File: src/rtl/nco_pkg.sv
package nco_pkg;
  localparam int unsigned ACC_W_MIN = 24;
  localparam int unsigned ACC_W_MAX = 32;

  typedef enum logic [1:0] {
    PSK_Q0 = 2'd0,
    PSK_Q1 = 2'd1,
    PSK_Q2 = 2'd2,
    PSK_Q3 = 2'd3
  } psk_sym_e;
endpackage

File: src/rtl/nco_fcw_select.sv
module nco_fcw_select #(
  parameter int unsigned ACC_W = 32
) (
  input  logic             clk_i,
  input  logic             rst_ni,
  input  logic [ACC_W-1:0] fcw0_i,
  input  logic [ACC_W-1:0] fcw1_i,
  input  logic             sel_i,
  output logic [ACC_W-1:0] fcw_o
);
  logic [ACC_W-1:0] fcw_q;

  always_ff @(posedge clk_i or negedge rst_ni) begin
    if (!rst_ni) fcw_q <= '0;
    else         fcw_q <= sel_i ? fcw1_i : fcw0_i;
  end

  assign fcw_o = fcw_q;

  AST_FCW_PICK0: assert property (@(posedge clk_i) disable iff (!rst_ni)
    !sel_i |=> fcw_o == $past(fcw0_i));
endmodule

File: src/rtl/nco_phase_acc.sv
module nco_phase_acc #(
  parameter int unsigned ACC_W = 32
) (
  input  logic             clk_i,
  input  logic             rst_ni,
  input  logic [ACC_W-1:0] fcw_i,
  input  logic             clear_i,
  output logic [ACC_W-1:0] acc_o,
  output logic             carry_o
);
  logic [ACC_W-1:0] acc_q;
  logic             carry_q;
  logic [ACC_W:0]   sum;

  // natural modulo via dropped carry
  assign sum = {1'b0, acc_q} + {1'b0, fcw_i};

  always_ff @(posedge clk_i or negedge rst_ni) begin
    if (!rst_ni) begin
      acc_q   <= '0;
      carry_q <= 1'b0;
    end else if (clear_i) begin
      acc_q   <= '0;
      carry_q <= 1'b0;
    end else begin
      acc_q   <= sum[ACC_W-1:0];
      carry_q <= sum[ACC_W];
    end
  end

  assign acc_o   = acc_q;
  assign carry_o = carry_q;

  AST_CLEAR_ZERO: assert property (@(posedge clk_i) disable iff (!rst_ni)
    clear_i |=> acc_o == '0);
  AST_NO_WRAP_AFTER_CLEAR: assert property (@(posedge clk_i) disable iff (!rst_ni)
    clear_i |=> !carry_o);
  AST_WRAP_DROPS: assert property (@(posedge clk_i) disable iff (!rst_ni)
    carry_o |-> acc_o < $past(acc_o));
endmodule

File: src/rtl/nco_phase_offset.sv
module nco_phase_offset #(
  parameter int unsigned ACC_W = 32
) (
  input  logic             clk_i,
  input  logic             rst_ni,
  input  logic [ACC_W-1:0] acc_i,
  input  logic             carry_i,
  input  logic [1:0]       psk_i,
  output logic [ACC_W-1:0] phase_o,
  output logic             wrap_o
);
  import nco_pkg::*;

  localparam logic [ACC_W-1:0] OFF_Q1 = {2'b01, {(ACC_W-2){1'b0}}};
  localparam logic [ACC_W-1:0] OFF_Q2 = {2'b10, {(ACC_W-2){1'b0}}};
  localparam logic [ACC_W-1:0] OFF_Q3 = {2'b11, {(ACC_W-2){1'b0}}};

  logic [ACC_W-1:0] offset;
  logic [ACC_W-1:0] phase_q;
  logic             wrap_q;

  always_comb begin
    unique case (psk_sym_e'(psk_i))
      PSK_Q1:  offset = OFF_Q1;
      PSK_Q2:  offset = OFF_Q2;
      PSK_Q3:  offset = OFF_Q3;
      default: offset = '0;
    endcase
  end

  always_ff @(posedge clk_i or negedge rst_ni) begin
    if (!rst_ni) begin
      phase_q <= '0;
      wrap_q  <= 1'b0;
    end else begin
      phase_q <= acc_i + offset;
      wrap_q  <= carry_i;
    end
  end

  assign phase_o = phase_q;
  assign wrap_o  = wrap_q;

  AST_PSK_ZERO_PASS: assert property (@(posedge clk_i) disable iff (!rst_ni)
    psk_i == 2'd0 |=> phase_o == $past(acc_i));
endmodule

File: src/rtl/phase_mod_nco.sv
module phase_mod_nco #(
  parameter int unsigned ACC_W = 32
) (
  input  logic             clk_i,
  input  logic             rst_ni,
  input  logic [ACC_W-1:0] fcw0_i,
  input  logic [ACC_W-1:0] fcw1_i,
  input  logic             fsk_sel_i,
  input  logic [1:0]       psk_sym_i,
  input  logic             phase_clear_i,
  output logic [ACC_W-1:0] phase_o,
  output logic             wrap_o
);
  logic [ACC_W-1:0] fcw_act;
  logic [ACC_W-1:0] acc;
  logic             carry;

  nco_fcw_select #(.ACC_W(ACC_W)) u_sel (
    .clk_i (clk_i),
    .rst_ni(rst_ni),
    .fcw0_i(fcw0_i),
    .fcw1_i(fcw1_i),
    .sel_i (fsk_sel_i),
    .fcw_o (fcw_act)
  );

  nco_phase_acc #(.ACC_W(ACC_W)) u_acc (
    .clk_i  (clk_i),
    .rst_ni (rst_ni),
    .fcw_i  (fcw_act),
    .clear_i(phase_clear_i),
    .acc_o  (acc),
    .carry_o(carry)
  );

  nco_phase_offset #(.ACC_W(ACC_W)) u_out (
    .clk_i  (clk_i),
    .rst_ni (rst_ni),
    .acc_i  (acc),
    .carry_i(carry),
    .psk_i  (psk_sym_i),
    .phase_o(phase_o),
    .wrap_o (wrap_o)
  );
endmodule

File: config.mk
export PLATFORM = sky130hd
export DESIGN_NAME = phase_mod_nco
export DESIGN_NICKNAME = d
export VERILOG_FILES = /design/src/rtl/nco_pkg.sv /design/src/rtl/nco_fcw_select.sv /design/src/rtl/nco_phase_acc.sv /design/src/rtl/nco_phase_offset.sv /design/src/rtl/phase_mod_nco.sv
export SDC_FILE = /design/constraint.sdc
export NUM_CORES = 1
export LEC_CHECK = 0
export ABC_AREA = 1
export BUFFER_PORTS_ARGS = -buffer_cell sky130_fd_sc_hd__buf_2
export CAP_MARGIN = 20
export CELL_PAD_IN_SITES_DETAIL_PLACEMENT = 1
export CELL_PAD_IN_SITES_GLOBAL_PLACEMENT = 1
export CORE_MARGIN = 4
export CORE_UTILIZATION = 45
export DETAILED_ROUTE_END_ITERATION = 10
export GPL_ROUTABILITY_DRIVEN = 0
export PLACE_DENSITY = 0.95
export SETUP_SLACK_MARGIN = 0.2
export SLEW_MARGIN = 25
export SYNTH_ARGS = -nofsm -noshare
export SYNTH_HDL_FRONTEND = slang
export SYNTH_SLANG_ARGS = --single-unit
File: constraint.sdc
create_clock -name clk_i -period 5.45 [get_ports clk_i]
set_input_delay 0.8175 -clock clk_i [delete_from_list [all_inputs] [get_ports clk_i]]
set_output_delay 0.8175 -clock clk_i [all_outputs]
set_load 0.02 [all_outputs]
==> results of run 1 <==
-- power by group through the flow --
stage | combinational [mW] | sequential [mW] | clock, mW
after floorplan | 1.07 | 1.17 | 0
after global placement | 1.63 | 1.05 | 0
after detailed placement | 1.71 | 1.06 | 0
after CTS | 1.74 | 1.05 | 0.742
after global routing | 1.94 | 1.07 | 0.774
final | 1.73 | 1.05 | 0.722
-- stage by stage --
stage / hold WS, ns / util / setup slack (ns)
global placement: 0.362 / 0.520 / 3.34
finish: 0.378 / 0.549 / 3.24
CTS: 0.382 / 0.549 / 3.24
detailed placement: 0.368 / 0.520 / 3.24
floorplan: 0.331 / - / 3.70
global route: 0.387 / 0.549 / 3.04
-- critical path, stage by stage, from the launching register on --
cell and delay, ns:
sky130_fd_sc_hd__dfrtp_1 0.35, sky130_fd_sc_hd__ha_1 0.20, sky130_fd_sc_hd__inv_1 0.07, sky130_fd_sc_hd__fa_1 0.40, sky130_fd_sc_hd__inv_1 0.13, sky130_fd_sc_hd__nand3_1 0.08
sky130_fd_sc_hd__nand3_1 0.17, sky130_fd_sc_hd__nand3_1 0.10, sky130_fd_sc_hd__nand3_1 0.20, sky130_fd_sc_hd__nand2_1 0.08, sky130_fd_sc_hd__nand2_1 0.13, sky130_fd_sc_hd__nand2_1 0.07
sky130_fd_sc_hd__nand2_1 0.06, sky130_fd_sc_hd__nor2_1 0.06
-- layout make-up --
type | count | area share
Sequential cell | 98 | 0.369
Clock buffer | 13 | 0.0422
Multi-Input combinational cell | 467 | 0.398
Timing Repair Buffer | 103 | 0.0783
Tap cell | 168 | 0.0316
Clock inverter | 3 | 0.0104
Inverter | 125 | 0.0706
-- sequential cells by signal, indices dropped and copies added, names as in the netlist --
| name | flops |
|---|---|
| u_out.phase_o | 32 |
| u_out.wrap_o | 1 |
| u_acc.carry_o | 1 |
| u_acc.acc_o | 32 |
| u_sel.fcw_o | 32 |
-- Yosys cell counts --
master and count:
sky130_fd_sc_hd__nor2_1 54, sky130_fd_sc_hd__nor3_2 4, sky130_fd_sc_hd__mux2_2 30, sky130_fd_sc_hd__a21oi_2 1, sky130_fd_sc_hd__nand3_2 6, sky130_fd_sc_hd__nor2_2 7, sky130_fd_sc_hd__nor3_4 2, sky130_fd_sc_hd__xor2_1 1
sky130_fd_sc_hd__and2_1 3, sky130_fd_sc_hd__nand2_1 203, sky130_fd_sc_hd__nand2_2 22, sky130_fd_sc_hd__nor2_4 2, sky130_fd_sc_hd__inv_1 113, sky130_fd_sc_hd__mux2_1 2, sky130_fd_sc_hd__o21ai_1 1, sky130_fd_sc_hd__o21bai_1 4
sky130_fd_sc_hd__xnor2_1 3, sky130_fd_sc_hd__clkbuf_8 1, sky130_fd_sc_hd__buf_4 1, sky130_fd_sc_hd__o21ai_0 12, sky130_fd_sc_hd__nor3_1 1, sky130_fd_sc_hd__and3_1 1, sky130_fd_sc_hd__inv_2 12, sky130_fd_sc_hd__dfrtp_1 98
sky130_fd_sc_hd__nand4_1 5, sky130_fd_sc_hd__nand3_1 26, sky130_fd_sc_hd__nand2_4 1, sky130_fd_sc_hd__a21oi_1 42, sky130_fd_sc_hd__clkbuf_1 2, sky130_fd_sc_hd__fa_1 1, sky130_fd_sc_hd__ha_1 33, sky130_fd_sc_hd__buf_2 3
-- per-layer routing --
| layer | vias up | track usage | share of wire |
|---|---|---|---|
| li1 | 2380 | - | - |
| met1 | 2336 | 0.285 | 0.43 |
| met2 | 106 | 0.402 | 0.50 |
| met3 | 17 | 0.0509 | 0.052 |
| met4 | 0 | 0.0644 | 0.016 |
| met5 | - | 0 | 0 |
-- path summary, 6_finish.rpt --
| kind | endpoint | slack [ns] |
|---|---|---|
| min in group asynchronous | u_sel.fcw_o[4]$_DFF_PN0_ | 0.47 |
| max in group asynchronous | u_out.phase_o[20]$_DFF_PN0_ | 3.92 |
| max | u_acc.acc_o[20]$_DFF_PN0_ | 3.24 |
| max reg2reg | u_acc.acc_o[20]$_DFF_PN0_ | 3.24 |
| min reg2reg | u_out.phase_o[16]$_DFF_PN0_ | 0.38 |
| min | u_out.phase_o[16]$_DFF_PN0_ | 0.38 |
-- cell families after synthesis --
| logic type | Yosys count | share of synthesized area |
|---|---|---|
| buffers and inverters | 132 | 0.0914 |
| DFF | 98 | 0.437 |
| and+or+nand+nor | 337 | 0.268 |
| xor gates and xnor gates | 4 | 0.00624 |
| AOI/OAI and AO/OA | 60 | 0.0560 |
| adders and majority gates | 34 | 0.0771 |
| muxes | 32 | 0.0642 |
==> impl_metrics.yaml, run 1 <==
synthesis:
  netlist.top_cell.by_area: "sky130_fd_sc_hd__dfrtp_1"
  yosys_warning_total: 0
  mappedNetlistArea_um2: 5610
  mappedNetlistNets: 801
  synth_cells: 697
  main_area_contributors_after_synthesis: "sky130_fd_sc_hd__dfrtp_1 (44%), sky130_fd_sc_hd__nand2_1 (14%), sky130_fd_sc_hd__inv_1 (7.6%), sky130_fd_sc_hd__ha_1 (7.4%), sky130_fd_sc_hd__mux2_2 (6.0%)"
  synth_largest_type_area_fraction: 0.437
  synth_seq_area_share: 0.437
  yosysUniqueCellTypes: 32
  synth_seq_cells: 98
  syn-mean-instance-area_um2: 8.05
timing:
  post-route-min-period_ns: 2.21
  max_slew.worst_pin.slew_ns: 0.890
  layout_worst_path_cycle_share: 0.405
  timing.slew.headroom: 0.406
  setup-violations-final: 0
  final-max-slew-violation-count: 0
  hold_viol: 0
  max_freq_mhz: 453
  rsz0062_at_grt: "false"
  skew_ns: 0.0102
  finalSetupTns_ns: 0
pwr:
  net-switching-power_mw: 1.55
  seq_power_share: 0.300
  power.switching_fraction: 0.444
  irDropWorstVdd_v: 0.000231
  internal_power_mw: 1.95
  p_leak_nw: 3.77
  comb_power_share: 0.494
  total_power_mw: 3.50
  share_clk_of_total_power: 0.206
  p_per_area_nw_per_um2: 526
final_layout:
  most_common_cell_after_layout_fill_and_taps_aside: "sky130_fd_sc_hd__nand2_1"
  area_occupied_by_multi_input_gates_um2: 2650
  num-fill-cells: 1551
  nNetsFinal: 908
  layout-drive-gt1-share: 0.255
  stdcell_count: 977
  final-seq-area_um2: 2450
  most-common-layout-cells: "sky130_fd_sc_hd__nand2_1 (203), sky130_fd_sc_hd__inv_1 (113), sky130_fd_sc_hd__buf_2 (101)"
  area_growth_from_synthesis_to_final_layout_pct: 18.5
  final_cell_area_um2: 6650
  diodes: 0
floorplanning:
  floorplan.initialDensity: 0.463
  die_area_um2: 14300
  io_pins: 103
  die_width_um: 120
  die_h_um: 120
  number_of_rows_in_the_core_area: 40
  core_area_um2: 12100
clocking:
  cts_repair_resize_count: 0
  cts_hold_buffers: 0
  cts.sinks: 98
  max-clock-path-buffers: 2
  number_of_h_tree_levels: 3
  root_buffer: "sky130_fd_sc_hd__clkbuf_16"
  tritoncts.num_buffers: 9
  clkTransAtPathRegs_ns: 0.06
  tritoncts: "yes"
  post-cts-setup-buffers: 0
  clk_latency_ns: 0.36
drt:
  drc_errors_left: 0
  drt-wirelength-per-cell_um: 15.8
  first_pass_iters: 4
  aggregate_routed_wire_length_mm: 15.4
  detailroute.via_count: 4839
  antenna_violating_nets_post_route: 0
  per_cell_via_count_in_the_routed_design: 4.95
  drt_iter0_drc: 243
critical_path:
  rr_worst_depth: 13
  timing.setup.critical_path_class: "register to register"
  regToRegStartpoint: "u_acc.acc_o[0]$_DFF_PN0_"
  worst_setup_path_end_kind: "register"
  cp_data_arrival_time_ns: 2.45
  crit_fanout: 4
  startpoint: "u_acc.acc_o[0]$_DFF_PN0_"
  critical_path_required_ns: 5.70
  start_kind: "register"
grt:
  remaining_overflow_grt: 0
  via_count_of_the_first_global_routing_pass: 5234
  grt_antenna_before_repair: 0
  pin_count_of_the_biggest_net_entering_global_routing: 51
  grtUsageTotal: 0.229
  first_pass_grt_wire_length_mm: 25.8
flow_run:
  maxCapViolations: 0
placement:
  dp_cells: 961
  detailed_place.area_um2: 6300
  hpwlAfterDp_mm: 12.0
  io_buffer_count: 102
min_path:
  holdCritStartpoint: "u_acc.acc_o[16]$_DFF_PN0_"
  worstHoldPathType: "register to register"
  hold_depth: 0
outcome:
  status: "finished clean"
No activity file was read; power rests on OpenSTA's default activity.
==> run 2, diff against run 1 <==
ABC_AREA = 0   (was 1)
CORE_UTILIZATION = 39   (was 45)
PLACE_DENSITY = 0.87   (was 0.95)
clock period = 1.8 ns   (was 5.45 ns; I/O delays follow)
==> impl_metrics.yaml, run 2 <==
pwr:
  p_leak_nw: 3.60
  irDropWorstVdd_v: 0.000756
  p_per_area_nw_per_um2: 1780
synthesis:
  syn-mean-instance-area_um2: 11.4
  yosysUniqueCellTypes: 54
  yosys_warning_total: 0
  synthMuxAreaShare: 0.0863
  synth_fa_ha_area_frac: 0.0897
  main_area_contributors_after_synthesis: "sky130_fd_sc_hd__dfrtp_1 (51%), sky130_fd_sc_hd__ha_1 (8.6%), sky130_fd_sc_hd__mux2_2 (7.7%), sky130_fd_sc_hd__nor2_1 (3.5%), sky130_fd_sc_hd__a21oi_1 (2.9%)"
  post_synth_xor_area_fraction: 0.0399
  mappedNetlistNets: 529
  ys_top_cells_by_count: "sky130_fd_sc_hd__dfrtp_1 (98), sky130_fd_sc_hd__nor2_1 (45), sky130_fd_sc_hd__ha_1 (33), sky130_fd_sc_hd__mux2_2 (33), sky130_fd_sc_hd__a21oi_1 (28)"
  synth_cells: 425
  synth-edff-count: 0
  synth_seq_cells: 98
  synth_seq_area_share: 0.508
  synth-compound-area-share: 0.156
  netlist.top_cell.by_area: "sky130_fd_sc_hd__dfrtp_1"
  synth_largest_type_area_fraction: 0.508
  synth_simple_gate_area_frac: 0.0988
  ys_dominant_reg_cell: "sky130_fd_sc_hd__dfrtp_1"
  post-synth-top-count-cell: "sky130_fd_sc_hd__dfrtp_1"
  mappedNetlistArea_um2: 4830
  synth_top_family_by_area: "compound AO/OA/AOI/OAI gates"
  asyncSetResetFlopFracSynth: 1.00
placement:
  detailed_place.area_um2: 6410
  hpwlAfterDp_mm: 11.6
  io_buffer_count: 102
  post-place-ws_ns: -0.814
timing:
  max_freq_mhz: 371
  layout_worst_path_cycle_share: 1.50
  skew_ns: 0.00711
  post-route-min-period_ns: 2.69
  max_slew.worst_pin.slew_ns: 0.593
  postLayoutSetupSlackWorst_ns: -0.895
  rsz0062_at_grt: "true"
  final-max-slew-violation-count: 0
  timing.slew.headroom: 0.604
  hold_viol: 0
  setup-violations-final: 28
critical_path:
  start_kind: "register"
  timing.critical_path.cells: "ha_2, inv_2, fa_2, nor2b_2, o31a_1, o311ai_4, a211o_1, a21oi_4, a31oi_1, mux2_1"
  crit_fanout: 4
  critPathMaxStageDelay_ns: 0.38
  critical_path_required_ns: 2.05
  timing.setup.critical_path_class: "register to register"
  worst_setup_path_end_kind: "register"
  worst_path_max_delay_cell: "sky130_fd_sc_hd__a211o_1"
  cp_data_arrival_time_ns: 2.94
floorplanning:
  die_h_um: 119
  die_width_um: 119
  die_area_um2: 14200
  core_area_um2: 12100
  floorplan.initialDensity: 0.400
  io_pins: 103
  number_of_rows_in_the_core_area: 40
grt:
  grtUsageTotal: 0.260
  pin_count_of_the_biggest_net_entering_global_routing: 42
  via_count_of_the_first_global_routing_pass: 5209
  first_pass_grt_wire_length_mm: 28.4
  grt_antenna_before_repair: 1
  remaining_overflow_grt: 0
outcome:
  status: "finished, violations left"
  violations: "setup timing"
final_layout:
  nNetsFinal: 764
  diodes: 0
  most-common-layout-cells: "sky130_fd_sc_hd__buf_4 (115), sky130_fd_sc_hd__buf_2 (101), sky130_fd_sc_hd__dfrtp_1 (98)"
  layout-drive-gt1-share: 0.541
  area_growth_from_synthesis_to_final_layout_pct: 54.5
  finalCoreUtilization: 0.618
  most_common_cell_after_layout_fill_and_taps_aside: "sky130_fd_sc_hd__buf_4"
  final_cell_area_um2: 7460
clocking:
  clk_latency_ns: 0.37
  clkTransAtPathRegs_ns: 0.07
  root_buffer: "sky130_fd_sc_hd__clkbuf_16"
  tritoncts: "yes"
  tritoncts.num_buffers: 9
  cts.sinks: 98
  number_of_h_tree_levels: 3
  max-clock-path-buffers: 2
drt:
  drt-wirelength-per-cell_um: 23.9
  first_pass_iters: 5
  drt_iter0_drc: 285
  detailroute.via_count: 4653
  aggregate_routed_wire_length_mm: 19.9
  antenna_violating_nets_post_route: 0
  drc_errors_left: 0
  per_cell_via_count_in_the_routed_design: 5.59
min_path:
  worstHoldPathType: "input port to register"
flow_run:
  maxCapViolations: 0
## run 2: cell count changes after synthesis, moves of 8 or more
| cell | change |
|---|---|
| sky130_fd_sc_hd__nor2_1 | -9 |
| sky130_fd_sc_hd__inv_2 | -12 |
| sky130_fd_sc_hd__nand2_2 | -20 |
| sky130_fd_sc_hd__nand2_1 | -180 |
| sky130_fd_sc_hd__xnor2_1 | +11 |
| sky130_fd_sc_hd__inv_1 | -102 |
| sky130_fd_sc_hd__nand3_1 | -21 |
| sky130_fd_sc_hd__a21o_1 | +11 |
| sky130_fd_sc_hd__a21oi_1 | -14 |
| sky130_fd_sc_hd__a211oi_1 | +8 |
## run 2: layout make-up
cell class	instances	area [um2]
inverter	11	41.3
sequential	98	2450
tap	168	210
fill	1259	4610
timing repair buffer	234	1590
multi-input combinational	306	2860
clock inverter	5	52.6
clock buffer	11	253
## run 2: what timing repair did
item                                   CTS  global route
hold buffers                             1             0
gates resized for setup                 42            54
buffers inserted                        13            17
setup endpoints to repair               30            29
gates cloned                             0             0
endpoints found under the hold margin   29             0
pin swaps                               24            32
## run 2: cell families after synthesis
kind of cell | Yosys count
AO/OA/AOI/OAI | 109
AND/OR/NAND/NOR | 104
flip-flops | 98
multiplexers | 37
adder cells (fa/ha/maj) | 34
XOR/XNOR | 22
buffers and inverters | 21
## run 2: report_power, final
part | internal [mW] | switching [mW] | leakage [nW]
Combinational | 3.71 | 4.27 | 2.23
Clock | 1.15 | 0.899 | 0.151
Sequential | 2.85 | 0.424 | 1.22
## run 2: path summary, 6_finish.rpt
| check | startpoint | end | slack (ns) | cells after the start |
|---|---|---|---|---|
| min | fcw0_i[21] | u_sel.fcw_o[21]$_DFF_PN0_ | 0.13 | 2 |
| max in group asynchronous | rst_ni | u_sel.fcw_o[14]$_DFF_PN0_ | 0.75 | 3 |
| max reg2reg | u_acc.acc_o[0]$_DFF_PN0_ | u_acc.acc_o[28]$_DFF_PN0_ | -0.89 | 10 |
| max | u_acc.acc_o[0]$_DFF_PN0_ | u_acc.acc_o[28]$_DFF_PN0_ | -0.89 | 10 |
| min reg2reg | u_acc.carry_o$_DFF_PN0_ | u_out.wrap_o$_DFF_PN0_ | 0.38 | 0 |
| min in group asynchronous | rst_ni | u_out.phase_o[17]$_DFF_PN0_ | 0.41 | 2 |
## run 2: routing by layer
layer  track usage  vias to the layer above  part of all wire
li1              -                     1994                 -
met2         0.473                      259              0.52
met1         0.270                     2285              0.35
met5             0                        -           0.00065
met3        0.0560                      113             0.063
met4         0.163                        2             0.068
## run 2: worst max-delay path, delay by kind of cell, from the launching register on
family / cells / cell delay, ns
AND/OR/NAND/NOR: 1 / 0.15
AO/OA/AOI/OAI: 5 / 1.13
adder cells (fa/ha/maj): 2 / 0.55
buffers and inverters: 1 / 0.04
flip-flops: 1 / 0.36
multiplexers: 1 / 0.34
## run 2: through the flow
stage | std cells | TNS, ns | hold WS [ns] | total power, mW
2_1_floorplan | 425 | -6.74 | -0.0256 | 6.52
3_3_place_gp | 786 | -11.78 | 0.247 | 8.78
3_5_place_dp | 786 | -15.34 | 0.264 | 9.28
4_1_cts | 816 | -13.12 | 0.133 | 11.9
5_1_grt | 833 | -17.57 | 0.136 | 13.9
6_report | 833 | -15.82 | 0.132 | 13.3
==> run 3, diff against run 2 <==
--- a/config.mk
+++ b/config.mk
@@ -8,2 +8,3 @@
 export ABC_AREA = 0
+export ABC_CLOCK_PERIOD_IN_PS = 1800
 export BUFFER_PORTS_ARGS = -buffer_cell sky130_fd_sc_hd__buf_2
==> constraint.sdc (replaced) <==
create_clock -name clk_i -period 1.8 [get_ports clk_i]
set_input_delay 0.09 -clock clk_i [delete_from_list [all_inputs] [get_ports clk_i]]
set_output_delay 0.09 -clock clk_i [all_outputs]
set_load 0.02 [all_outputs]
==> impl_metrics.yaml, run 3 (synthesis gave the netlist of run 2 again) <==
timing:
  finalHoldWorstSlack_ns: 0.180
  post-route-min-period_ns: 2.68
  skew_ns: 0.0141
  max_slew.worst_pin.slew_ns: 0.600
  final-max-slew-violation-count: 0
  layout_worst_path_cycle_share: 1.49
  finalSetupTns_ns: -18.25
  timing.slew.headroom: 0.600
  rsz0062_at_grt: "true"
  postLayoutSetupSlackWorst_ns: -0.875
  hold_viol: 0
  max_freq_mhz: 374
  setup-violations-final: 28
floorplanning:
  die_area_um2: 14200
  number_of_rows_in_the_core_area: 40
  die_width_um: 119
  core_area_um2: 12100
  floorplan.initialDensity: 0.400
  io_pins: 103
  die_h_um: 119
grt:
  pin_count_of_the_biggest_net_entering_global_routing: 54
  grt_antenna_before_repair: 0
  first_pass_grt_wire_length_mm: 28.9
  via_count_of_the_first_global_routing_pass: 5503
  grtUsageTotal: 0.260
  remaining_overflow_grt: 0
drt:
  drt-wirelength-per-cell_um: 22.6
  detailroute.via_count: 4845
  drc_errors_left: 0
  per_cell_via_count_in_the_routed_design: 5.49
  antenna_violating_nets_post_route: 0
  aggregate_routed_wire_length_mm: 20.0
  first_pass_iters: 4
  drt_iter0_drc: 309
critical_path:
  start_kind: "register"
  timing.setup.critical_path_class: "register to register"
  worst_setup_path_end_kind: "register"
  crit_fanout: 4
  critical_path_required_ns: 2.06
  cp_data_arrival_time_ns: 2.93
pwr:
  total_power_mw: 12.7
  irDropWorstVdd_v: 0.000683
  p_per_area_nw_per_um2: 1630
  p_leak_nw: 3.78
clocking:
  max-clock-path-buffers: 2
  clk_latency_ns: 0.37
  number_of_h_tree_levels: 3
  cts.sinks: 98
  clkTransAtPathRegs_ns: 0.08
  tritoncts: "yes"
  tritoncts.num_buffers: 9
  root_buffer: "sky130_fd_sc_hd__clkbuf_16"
final_layout:
  final_cell_area_um2: 7790
  diodes: 0
  stdcell_count: 883
  most_common_cell_after_layout_fill_and_taps_aside: "sky130_fd_sc_hd__buf_4"
  most-common-layout-cells: "sky130_fd_sc_hd__buf_4 (104), sky130_fd_sc_hd__buf_2 (101), sky130_fd_sc_hd__dfrtp_1 (98)"
  layout-drive-gt1-share: 0.457
  area_growth_from_synthesis_to_final_layout_pct: 61.5
  finalCoreUtilization: 0.646
  nNetsFinal: 814
outcome:
  violations: "setup timing"
  status: "finished, violations left"
placement:
  hpwlAfterDp_mm: 11.1
  dp_cells: 782
  detailed_place.area_um2: 6380
  post-place-ws_ns: -0.892
  io_buffer_count: 102
flow_run:
  maxCapViolations: 0
min_path:
  worstHoldPathType: "input port to asynchronous set/reset pin"
-- run 3: cell count changes in the layout (fill, tap and decap cells not counted), moves of 2 or more --
cell and delta:
sky130_fd_sc_hd__ha_1 +4, sky130_fd_sc_hd__clkinv_4 +3, sky130_fd_sc_hd__nor3_1 +2, sky130_fd_sc_hd__o31ai_4 -2
sky130_fd_sc_hd__o21ai_4 -2, sky130_fd_sc_hd__buf_6 -4, sky130_fd_sc_hd__a21oi_2 -5, sky130_fd_sc_hd__mux2_4 +2
sky130_fd_sc_hd__dlygate4sd3_1 +65, sky130_fd_sc_hd__clkbuf_8 -2, sky130_fd_sc_hd__ha_4 -4, sky130_fd_sc_hd__buf_4 -11
sky130_fd_sc_hd__a21oi_1 +5, sky130_fd_sc_hd__mux2_1 -2
-- run 3: timing repair --
action / in CTS / in global routing
endpoints found under the setup margin: 29 / 30
endpoints found under the hold margin: 56 / 0
buffers inserted: 12 / 7
hold buffers: 66 / 0
pin swaps: 22 / 25
resized for setup: 38 / 28
-- run 3: final timing paths --
| kind | start | to | slack, ns | cells past startpoint |
|---|---|---|---|---|
| max | u_acc.acc_o[0]$_DFF_PN0_ | u_acc.acc_o[20]$_DFF_PN0_ | -0.88 | 10 |
| min | rst_ni | u_acc.acc_o[20]$_DFF_PN0_ | 0.18 | 2 |
| max reg2reg | u_acc.acc_o[0]$_DFF_PN0_ | u_acc.acc_o[20]$_DFF_PN0_ | -0.88 | 10 |
| min reg2reg | u_acc.carry_o$_DFF_PN0_ | u_out.wrap_o$_DFF_PN0_ | 0.37 | 0 |
| max in group asynchronous | rst_ni | u_acc.acc_o[4]$_DFF_PN0_ | 0.97 | 3 |
| min in group clk_i | psk_sym_i[1] | u_out.phase_o[31]$_DFF_PN0_ | 0.20 | 3 |
-- run 3: layer usage --
| metal | wire length [um] | global-route usage |
|---|---|---|
| met1 | 7420 | 0.276 |
| met2 | 10300 | 0.480 |
| met3 | 983 | 0.0584 |
| met4 | 1230 | 0.126 |
| met5 | 0 | 0 |
-- run 3: power breakdown --
group          internal (mW)  leakage, nW  total, mW  switching (mW)
Clock                  0.941        0.132       1.85           0.907
Sequential              2.85         1.22       3.24           0.393
Combinational           3.56         2.43       7.65            4.09
-- run 3: final cells by class --
class / count / area, um2
fillers: 1264 / 4270
well taps: 168 / 210
clock buffers: 10 / 229
flip-flops and latches: 98 / 2450
inverters: 11 / 41.3
clock inverters: 6 / 43.8
repair buffers: 284 / 2110
multi-input cells: 306 / 2710
-- run 3: worst max-delay path: stages (launching register included) --
cell and delay, ns:
sky130_fd_sc_hd__dfrtp_1 0.36, sky130_fd_sc_hd__ha_2 0.21, sky130_fd_sc_hd__inv_2 0.06, sky130_fd_sc_hd__fa_2 0.37
sky130_fd_sc_hd__nor2b_2 0.14, sky130_fd_sc_hd__o31a_1 0.22, sky130_fd_sc_hd__o311ai_4 0.13, sky130_fd_sc_hd__a211o_1 0.34
sky130_fd_sc_hd__a21oi_4 0.25, sky130_fd_sc_hd__a311oi_2 0.15, sky130_fd_sc_hd__mux2_4 0.32
